--- config.mk ---
export PLATFORM = sky130hd
export DESIGN_NAME = atomic_sync_mem
export DESIGN_NICKNAME = d
export VERILOG_FILES = /design/src/rtl/atomic_sync_mem.sv
export SDC_FILE = /design/constraint.sdc
export NUM_CORES = 1
export LEC_CHECK = 0
export ABC_AREA = 1
export ABC_CLOCK_PERIOD_IN_PS = 5590
export CAP_MARGIN = 20
export CORE_MARGIN = 8
export CORE_UTILIZATION = 40
export DETAILED_ROUTE_END_ITERATION = 10
export PLACE_DENSITY = 0.63
export SYNTH_ARGS = -nofsm -noshare
export SYNTH_HDL_FRONTEND = slang
export SYNTH_SLANG_ARGS = --single-unit
--- constraint.sdc ---
create_clock -name clk -period 5.59 [get_ports clk]
set_input_delay 1.118 -clock clk [delete_from_list [all_inputs] [get_ports clk]]
set_output_delay 1.118 -clock clk [all_outputs]
set_load 0.1 [all_outputs]
--- src/rtl/atomic_sync_mem.sv ---
module atomic_sync_mem #(
  parameter int NPORTS = 4,
  parameter int AW = 4,
  parameter int DW = 16
) (
  input  logic                clk,
  input  logic                rst_n,
  input  logic [NPORTS-1:0]   req,
  input  logic [3*NPORTS-1:0] op,
  input  logic [AW*NPORTS-1:0] addr,
  input  logic [DW*NPORTS-1:0] wdata,
  output logic [NPORTS-1:0]   ack,
  output logic [DW*NPORTS-1:0] rdata
);
  localparam int DEPTH = 1 << AW;
  localparam int PW = (NPORTS > 1) ? $clog2(NPORTS) : 1;
  localparam logic [2:0] OP_LOAD = 3'd0;
  localparam logic [2:0] OP_STORE = 3'd1;
  localparam logic [2:0] OP_SWAP = 3'd2;
  localparam logic [2:0] OP_TAS = 3'd3;
  localparam logic [2:0] OP_FINC = 3'd4;

  logic [DW-1:0] mem [DEPTH];
  logic [PW-1:0] ptr;
  logic [NPORTS-1:0] elig;
  logic [PW-1:0] gidx;
  logic fire;
  logic [2:0] gop;
  logic [AW-1:0] gaddr;
  logic [DW-1:0] gwd, old, nxt;
  logic wr;

  assign elig = req & ~ack;

  always_comb begin
    fire = 1'b0;
    gidx = '0;
    for (int k = 0; k < NPORTS; k++) begin
      int c;
      c = int'(ptr) + k;
      if (c >= NPORTS) c = c - NPORTS;
      if (!fire && elig[c]) begin
        fire = 1'b1;
        gidx = PW'(c);
      end
    end
  end

  assign gop   = op[3*gidx +: 3];
  assign gaddr = addr[AW*gidx +: AW];
  assign gwd   = wdata[DW*gidx +: DW];
  assign old   = mem[gaddr];

  always_comb begin
    wr  = 1'b0;
    nxt = old;
    case (gop)
      OP_STORE, OP_SWAP: begin wr = 1'b1; nxt = gwd; end
      OP_TAS:  begin wr = (old == '0); nxt = DW'(1); end
      OP_FINC: begin wr = 1'b1; nxt = old + DW'(1); end
      default: ;
    endcase
  end

  always_ff @(posedge clk) begin
    if (!rst_n) begin
      for (int i = 0; i < DEPTH; i++) mem[i] <= '0;
    end else if (fire && wr) begin
      mem[gaddr] <= nxt;
    end
  end

  always_ff @(posedge clk) begin
    if (!rst_n) begin
      ack   <= '0;
      rdata <= '0;
      ptr   <= '0;
    end else begin
      ack <= fire ? (NPORTS'(1) << gidx) : '0;
      if (fire) begin
        rdata[DW*gidx +: DW] <= old;
        ptr <= (int'(gidx) == NPORTS-1) ? '0 : gidx + PW'(1);
      end
    end
  end

  AST_ACK_ONEHOT: assert property (@(posedge clk) disable iff (!rst_n) $onehot0(ack));
  AST_ACK_FROM_REQ: assert property (@(posedge clk) disable iff (!rst_n)
    (ack != '0) |-> (($past(req) & ack) == ack));
  AST_SWAP_WRITES: assert property (@(posedge clk) disable iff (!rst_n)
    ($past(rst_n) && $past(fire) && $past(gop) == OP_SWAP) |-> mem[$past(gaddr)] == $past(gwd));
  AST_TAS_RESULT: assert property (@(posedge clk) disable iff (!rst_n)
    ($past(rst_n) && $past(fire) && $past(gop) == OP_TAS) |->
      mem[$past(gaddr)] == (($past(old) == '0) ? DW'(1) : $past(old)));
  AST_FINC_WRAP: assert property (@(posedge clk) disable iff (!rst_n)
    ($past(rst_n) && $past(fire) && $past(gop) == OP_FINC) |->
      mem[$past(gaddr)] == DW'($past(old) + DW'(1)));
  AST_NOOP_NO_WRITE: assert property (@(posedge clk) disable iff (!rst_n)
    ($past(rst_n) && $past(fire) && $past(gop) > OP_FINC) |-> mem[$past(gaddr)] == $past(old));

  for (genvar i = 0; i < NPORTS; i++) begin : g_port_chk
    AST_RDATA_OLD: assert property (@(posedge clk) disable iff (!rst_n)
      ($past(rst_n) && ack[i]) |-> rdata[DW*i +: DW] == $past(old));
    AST_RDATA_HOLD: assert property (@(posedge clk) disable iff (!rst_n)
      ($past(rst_n) && !ack[i]) |-> $stable(rdata[DW*i +: DW]));
  end
endmodule

# After elaboration in Yosys (flattened, before gate mapping)
# Memories as Yosys holds them, arrays and structs flattened.
# Cells that the tools add are included.
# classes
n_addsub	10
multipliers	1
n_lt_le_gt_ge	8
n_eq_ne	5
shift	6
n_mux	35
n_bitwise	2
n_reduce_logical	12
# ops
op	n
< comparator 32 x 4 -> 1 bit, second input constant	4
two-way mux 32 bit	4
bitwise mux 64 bit	1
variable shift 16 x 34 -> 64 bit, first input constant	1
variable part select 16 x 34 -> 64 bit	1
variable part select 64 x 7 -> 16 bit	1
case mux 16 bit (3 select lines)	1
negator 6 -> 34 bit	1
two-way mux 1 bit	17
adder 16 x 1 -> 16 bit, second input constant	1
logical NOT 16 bit	1
two-way mux 16 bit	1
OR reduction 16 bit	1
variable part select 16 x 5 -> 4 bit	1
variable part select 12 x 5 -> 3 bit	1
subtractor 3 x 3 -> 4 bit, second input constant	3
two-way mux 2 bit	5
>= comparator 3 bit, second input constant	3
binary-select mux 1 bit (select 2 bit)	4
adder 2 x 2 -> 3 bit, second input constant	2
== test 3 x 2 -> 1 bit, second input constant	2
bitwise AND 4 bit	1
logical AND 1 bit	4
multiplier 2 x 2 -> 4 bit, first input constant	1
other kinds (15)	17
# totals
ff_bits	70
mem_bits_rw	256
in_bits	98
output_inout_bits	68
word_cells	83
n_memories	1
# mem_list
memory	depth	word_bits	rd	rd_ports_with_merged_regs	wr	line_no	text
mem	16	16	1	0	16	23	logic [DW-1:0] mem [DEPTH];

# Longest topological paths before layout
# Gate-level depths: netlist of the first run.
# logic_depth
depth_word	26
mapped_depth	35
depth_no_buf	32

# Worst setup path after synthesis of the first run
# OpenSTA, ideal clock, no wires.
# synth_path
path_type	input-to-reg
start	input port req[3]
end	register rdata[10]
arrival_ns	5.142
required_time_ns	5.520
setup_slack_ns	0.378
path_stages	18
path_buffers	8
cell_sequence	nand3_1 -> nand3_1 -> nand2_2 -> nand4_2 -> nand3_2 -> buf_6 -> buf_2 -> clkbuf_1 -> clkbuf_1 -> buf_1 -> clkbuf_1 -> ha_1 -> clkbuf_1 -> clkinv_1 -> nor4_1 -> clkbuf_1 -> nand2_1 -> a21oi_1
# synth_via
elab_chain_len	18
elab_cells_between_ends	33
cone_classes	add/sub: 1; shift: 3; mux: 21; bitwise: 1; reduce/logical: 6; memory: 1
# synth_lines
element	line_no	text
from (decl)	8	input logic [NPORTS-1:0] req,
bitwise AND 4 bit *	33	assign elig = req & ~ack;
binary-select mux 1 bit (select 2 bit)	42	if (!fire && elig[c]) begin
two-way mux 1 bit (implied by the code) (2 in series)	42	
two-way mux 1 bit	42	
logical NOT 1 bit	42	
logical AND 1 bit	42	
two-way mux 1 bit	42	
logical NOT 1 bit	42	
logical AND 1 bit	42	
two-way mux 1 bit	42	
logical NOT 1 bit	42	
logical AND 1 bit	42	
two-way mux 2 bit	42	
variable part select 16 x 5 -> 4 bit	50	assign gaddr = addr[AW*gidx +: AW];
memory read (16 x 16 bit)	--	
variable part select 16 x 34 -> 64 bit	81	rdata[DW*gidx +: DW] <= old;
bitwise mux 64 bit	81	
to (signal, indexed assignment)	81	
to (decl)	13	output logic [DW*NPORTS-1:0] rdata
# Every way passes the cells marked *; elsewhere a longest branch is shown, timed or not. The select of a mux whose other input is x is not followed.
# A chain may end at the register's enable or synchronous reset.

==> impl_results.md, run 1 <==
- Family with the most delay on the worst path: simple AND/OR/NAND/NOR gates
- Setup bufs post-CTS: 0
- R2r setup slk: 1.03 ns
- Multi-input logic area: 6700 µm²
- Port bufs: 165
- Post-Syn Nets: 2160
- Clk_skew: 0.0271 ns
- Hold endpoint: rdata[53]
- Hold Startpoint: rdata[53]
- Worst reg-to-reg path cell count: 29
- Routed WL per cell: 19.8 µm
- Top cell by count, worst path: nand2_1
- Rows: 74
- Unrepaired setup endpoints after global routing: no
- Placed Area: 19700 µm²
- Root Buffer Master: clkbuf_16
- Global route overflow: 0
- FF-to-FF Start: ptr[0]
- DIE WIDTH: 220 µm
- Routed wl met3: 4260 µm
- Critical path required time: 5.85 ns
- Largest family of logic cells by synthesized area: simple AND/OR/NAND/NOR gates
- Hold buffers post-CTS: 0
- DR vias: 14.9k
- Fill cells: 3849
- Warnings from Yosys: 0
- P&R area growth vs syn: 25.4%
- Worst slew margin: 29.3%
- Top Ports: 166
- Synth Cell Area: 16700 µm²
- Core Area: 41000 µm²
- Worst EP arrival: 5.28 ns
- #FFs+latches synth: 326
- Post-Synth Simple-Gate Area: 34.4%
- Maxcap violations: 0
- RR Endpoint: mem[1][8]
- Initial Utilization: 40.6%
- Nets@finish: 2355
- Post-route met1 wirelength: 23800 µm
- Register area: 9090 µm²
- Tmin final: 5.02 ns
- Clock Sinks: 326
- Post-Syn Area per Cell: 8.11 µm²
- Fmax: 0.199 GHz
- Critical path class: input pin to register
- Clock Latency Late Sink: 0.54 ns
- DP HPWL: 38400 µm
- Top cell type by total area after synthesis: edfxtp_1
- Post-synth top flop: edfxtp_1
- Tcrit/Tclk final: 89.7%
- Adder-cell share of the synthesized area: 0.526%
- Fin cells: 2811
- Mapped Cells: 2055
- Number of global-route vias before repair: 14.4k
- DR pass1 iterations: 5
- GPL Wtd Cong: 0.919
- Startpoint types: input pin
- Detailed-route DRC error count: 0
- Seq/Total Area, Yosys: 54.5%
- Most frequent cells in the layout: nand2_1 (804), nor2_1 (329), edfxtp_1 (256)
- Starting DRT DRC Count: 1628
- Post-synth EDFFs: 256
- Pin count of the biggest net entering global routing: 88
- Buffers and inverters on the worst path: 5
- CP Max Fanout: 87
- Worst-path clk slew: 0.05 ns
- Post-CTS resize count: 0
- Post-placement cell count: 2743
- Synth Area in Compound Gates: 4.90%
- Final hold vios: 0
- Critical-path top delay cell: clkdlybuf4s50_1
- Die Y-Extent: 220 µm
- Total GRT Usage: 22.5%
- Least-Margin Pin Slew: 1.06 ns
- Proportion of synthesized area in mux cells: 0.120%
- CTS H-tree lvls: 2
- Top Metal Used: met4
- Asr flop ratio synth: 0%
- First-pass GRT wire length: 84300 µm
- Post-DRT Antenna Nets: 0
- Hold crit path type: register to register
- Final setup fails: 0
- Clk buf depth: 3
- Yosys cell types: 41
- Status: complete, no violations
- CP peak stage delay: 0.48 ns
- CTS tree: done
- Metal2 WL: 26300 µm
- Synth top area cells: edfxtp_1 (46%), nand2_1 (18%), dfxtp_1 (8.4%)
- Leading cell type in the layout, fill and taps excluded: nand2_1
- Fin. max-slew vios: 0
- Final setup TNS: 0 ns
- Post-Route WL: 55800 µm
- Share of cells above drive strength 1: 10.6%
- XOR/XNOR Fraction of Synth Area: 0%
- Via/cell ratio: 5.29
- CP endpoint kind: register
- WHS: 0.462 ns
- Yosys top cell area share: 46.1%
- Final Cell Area: 20900 µm²
- Initial antenna violation count: 1
- Hold path cells: 2
- TritonCTS Buffers: 37
- Die area: 48400 µm²
[state kept, by name, summed over array words and instances (netlist names)]
register / cells
ptr: 2
rdata: 64
mem: 256
ack: 4
[through the flow]
step,setup slack [ns],util [%]
2_1_floorplan,0.378,-
3_3_place_gp,0.201,48.0
3_5_place_dp,0.130,48.0
4_1_cts,0.660,50.9
5_1_grt,0.255,51.0
6_report,0.574,51.0
[per-layer routing]
layer  vias up  track usage (%)
li1       7096                -
met1      7121             30.6
met2       569             36.3
met3        81             4.21
met4         0             6.85
met5         -                0
[layout make-up]
type | instances | area share, %
Tap cell | 532 | 3.19
Clock buffer | 53 | 5.03
Antenna cell | 1 | 0.0120
Clock inverter | 14 | 0.683
Sequential cell | 326 | 43.5
Timing Repair Buffer | 285 | 14.5
Inverter | 56 | 1.02
Multi-Input combinational cell | 1544 | 32.0
[synth_stat cells (11+ instances only)]
| cell | instances |
|---|---|
| nand2_1 | 804 |
| nor2_1 | 329 |
| edfxtp_1 | 256 |
| nand3_1 | 183 |
| a21oi_1 | 77 |
| dfxtp_1 | 70 |
| buf_2 | 54 |
| inv_1 | 48 |
| clkbuf_1 | 40 |
| o21ai_0 | 31 |
| nor3_1 | 17 |
| buf_6 | 15 |
| nor2_2 | 12 |
| buf_4 | 11 |
| nand2_4 | 11 |
[worst max path at each step]
stage | start | endpoint | slack [ns] | depth (start not counted)
floorplan | req[3] | rdata[10] | 0.38 | 18
global placement | req[3] | mem[9][4] | 0.20 | 30
detailed placement | req[3] | mem[1][3] | 0.13 | 30
CTS | req[3] | mem[1][11] | 0.66 | 30
global route | req[3] | mem[14][10] | 0.26 | 29
finish | req[1] | mem[14][10] | 0.57 | 31
[kinds of logic (layout without fill, tap and decap cells)]
| kind of cell | count (synthesis) | in the layout |
|---|---|---|
| multiplexers | 2 | 2 |
| flip-flops | 326 | 326 |
| buffers and inverters | 185 | 408 |
| other | 0 | 1 |
| AO/OA/AOI/OAI | 142 | 142 |
| adder cells (fa/ha/maj) | 7 | 7 |
| AND/OR/NAND/NOR | 1393 | 1393 |
[tightest hold or removal path, stage by stage, from the launching register on]
cell,delay (ns)
dfxtp_1,0.30
nand2_1,0.06
a21oi_1,0.05
Power of run 1 is not shown: default switching activity piles up to over one toggle a cycle in this logic, so the estimate is an artifact.
==> inputs of run 2 (changes only) <==
--- a/config.mk
+++ b/config.mk
@@ -8,10 +8,10 @@
 export ABC_AREA = 1
 export ABC_CLOCK_PERIOD_IN_PS = 5590
 export CAP_MARGIN = 20
-export CORE_MARGIN = 8
 export CORE_UTILIZATION = 40
 export DETAILED_ROUTE_END_ITERATION = 10
 export PLACE_DENSITY = 0.63
+export SLEW_MARGIN = 20
 export SYNTH_ARGS = -nofsm -noshare
 export SYNTH_HDL_FRONTEND = slang
 export SYNTH_SLANG_ARGS = --single-unit
==> impl_results.md, run 2 (same netlist as run 1, synthesis figures left out) <==
- Status: complete, no violations (unchanged)
- Register area: 9090 µm² (unchanged)
- Post-DRT Antenna Nets: 0 (unchanged)
- Final setup TNS: 0 ns (unchanged)
- Max reg flops: 256 (unchanged)
- Routed WL per cell: 19.2 µm (was 19.8 µm)
- Worst slew margin: 29.4% (was 29.3%)
- Final setup fails: 0 (unchanged)
- GPL Wtd Cong: 1.03 (was 0.919)
- Maxcap violations: 0 (unchanged)
- Clock Latency Late Sink: 0.54 ns (about the same)
- Hold Startpoint: rdata[55] (was rdata[53])
- CTS H-tree lvls: 2 (unchanged)
- Post-Route WL: 54200 µm (was 55800 µm)
- CP peak stage delay: 0.49 ns (was 0.48 ns)
- First-pass GRT wire length: 81400 µm (was 84300 µm)
- Clock Sinks: 326 (unchanged)
- Critical-path top delay cell: clkdlybuf4s50_1 (unchanged)
- Total GRT Usage: 25.3% (was 22.5%)
- CTS tree: done (unchanged)
- Number of global-route vias before repair: 14.0k (was 14.4k)
- Core Area: 40900 µm² (was 41000 µm²)
- Die Y-Extent: 206 µm (was 220 µm)
- Least-Margin Pin Slew: 1.06 ns (about the same)
- Leading cell type in the layout, fill and taps excluded: nand2_1 (unchanged)
- P&R area growth vs syn: 25.2% (was 25.4%)
- Fmax: 0.197 GHz (was 0.199 GHz)
- Starting DRT DRC Count: 1686 (was 1628)
- Pin count of the biggest net entering global routing: 67 (was 88)
- Unrepaired setup endpoints after global routing: no (unchanged)
- Fin cells: 2817 (was 2811)
- Clk_skew: 0.0262 ns (was 0.0271 ns)
- Worst EP arrival: 5.45 ns (was 5.28 ns)
- FF-to-FF Start: ptr[0] (unchanged)
- Post-placement cell count: 2752 (was 2743)
- Final hold vios: 0 (unchanged)
- Antenna fix cells: 0 (was 1)
- DR vias: 15.0k (was 14.9k)
- Tmin final: 5.09 ns (was 5.02 ns)
- Worst-path clk slew: 0.06 ns (was 0.05 ns)
- CP Max Fanout: 16 (was 87)
- Multi-input logic area: 6690 µm² (was 6700 µm²)
- Top cell by count, worst path: nand2_1 (unchanged)
- Setup bufs post-CTS: 0 (unchanged)
- Port bufs: 165 (unchanged)
- Initial Utilization: 40.7% (was 40.6%)
- Root Buffer Master: clkbuf_16 (unchanged)
- Die area: 42500 µm² (was 48400 µm²)
- Setup crit start: req[1] (unchanged)
- Critical path required time: 5.95 ns (was 5.85 ns)
- DR pass1 iterations: 7 (was 5)
- Final Core Density: 51.0% (about the same)
- Nets@finish: 2363 (was 2355)
- Top Registers: mem x256, rdata x64, ack x4 (unchanged)
- Fill cells: 3845 (was 3849)
- DIE WIDTH: 206 µm (was 220 µm)
- Critical Path, Cell by Cell: clkdlybuf4s50_1 -> nand3_1 -> nand3_1 -> nand2_2 -> and2_2 -> nand3_2 -> nand2_1 -> nand2_1 -> buf_4 -> o21ai_0 -> o22ai_1 -> nor2_1 -> nand2_1 -> inv_1 -> nor2_1 -> nand2_1 -> inv_1 -> a21oi_1 -> nand2_1 -> o21ai_1 -> buf_12 -> nor2_1
- Most frequent cells in the layout: nand2_1 (804), nor2_1 (329), edfxtp_1 (256) (unchanged)
- Share of cells above drive strength 1: 10.7% (was 10.6%)
- Tcrit/Tclk final: 91.0% (was 89.7%)
- Critical path class: input pin to register (unchanged)
- DP HPWL: 37700 µm (was 38400 µm)
- Global route overflow: 0 (unchanged)
- TritonCTS Buffers: 36 (was 37)
- Startpoint types: input pin (unchanged)
- Rows: 74 (unchanged)
- Hold buffers post-CTS: 0 (unchanged)
- Top Ports: 166 (unchanged)
- Post-CTS resize count: 0 (unchanged)
- Clk buf depth: 3 (unchanged)
- Detailed-route DRC error count: 0 (unchanged)
- Biggest register: mem (unchanged)
- Initial antenna violation count: 0 (was 1)
- Fin. max-slew vios: 0 (unchanged)
- Hold crit path type: register to register (unchanged)
- Via/cell ratio: 5.32 (was 5.29)
- CP endpoint kind: register (unchanged)
-- run 2: worst paths after layout --
check	slack [ns]	end	depth (start not counted)
hold / removal	0.46	rdata[55]	2
setup reg to reg	0.96	mem[15][6]	21
hold reg to reg	0.46	rdata[55]	2
setup / recovery	0.50	mem[15][6]	22
-- run 2: metrics by stage --
| step | setup WS [ns] | area, µm² | hold slack [ns] |
|---|---|---|---|
| 2_1_floorplan | 0.378 | 16700 | 0.585 |
| 3_3_place_gp | 0.114 | 19700 | 0.452 |
| 3_5_place_dp | 0.0874 | 19700 | 0.456 |
| 4_1_cts | 0.608 | 20900 | 0.465 |
| 5_1_grt | 0.0943 | 20900 | 0.479 |
| 6_report | 0.502 | 20900 | 0.463 |
-- run 2: layout make-up --
type                            instances  area share (%)
Clock buffer                           47            4.92
Inverter                               56            1.02
Timing Repair Buffer                  294            14.7
Tap cell                              532            3.19
Clock inverter                         18           0.546
Sequential cell                       326            43.5
Multi-Input combinational cell       1544            32.1
-- run 2: metal layers --
layer  GRT usage (%)  vias to the layer above  share of wire [%]
li1                -                     7114                  -
met1            36.3                     7141                 43
met2            39.3                      648                 46
met3            3.72                       87                8.2
met4            7.90                        0                2.6
met5               0                        -                  0
-- run 2: worst max-delay path: cells and delay by family --
family                 cells  cell delay (ns)
AND/OR/NAND/NOR           13             2.12
buffers and inverters      5             1.61
AO/OA/AOI/OAI              4             0.59
Power of run 2 is left out for the same reason.
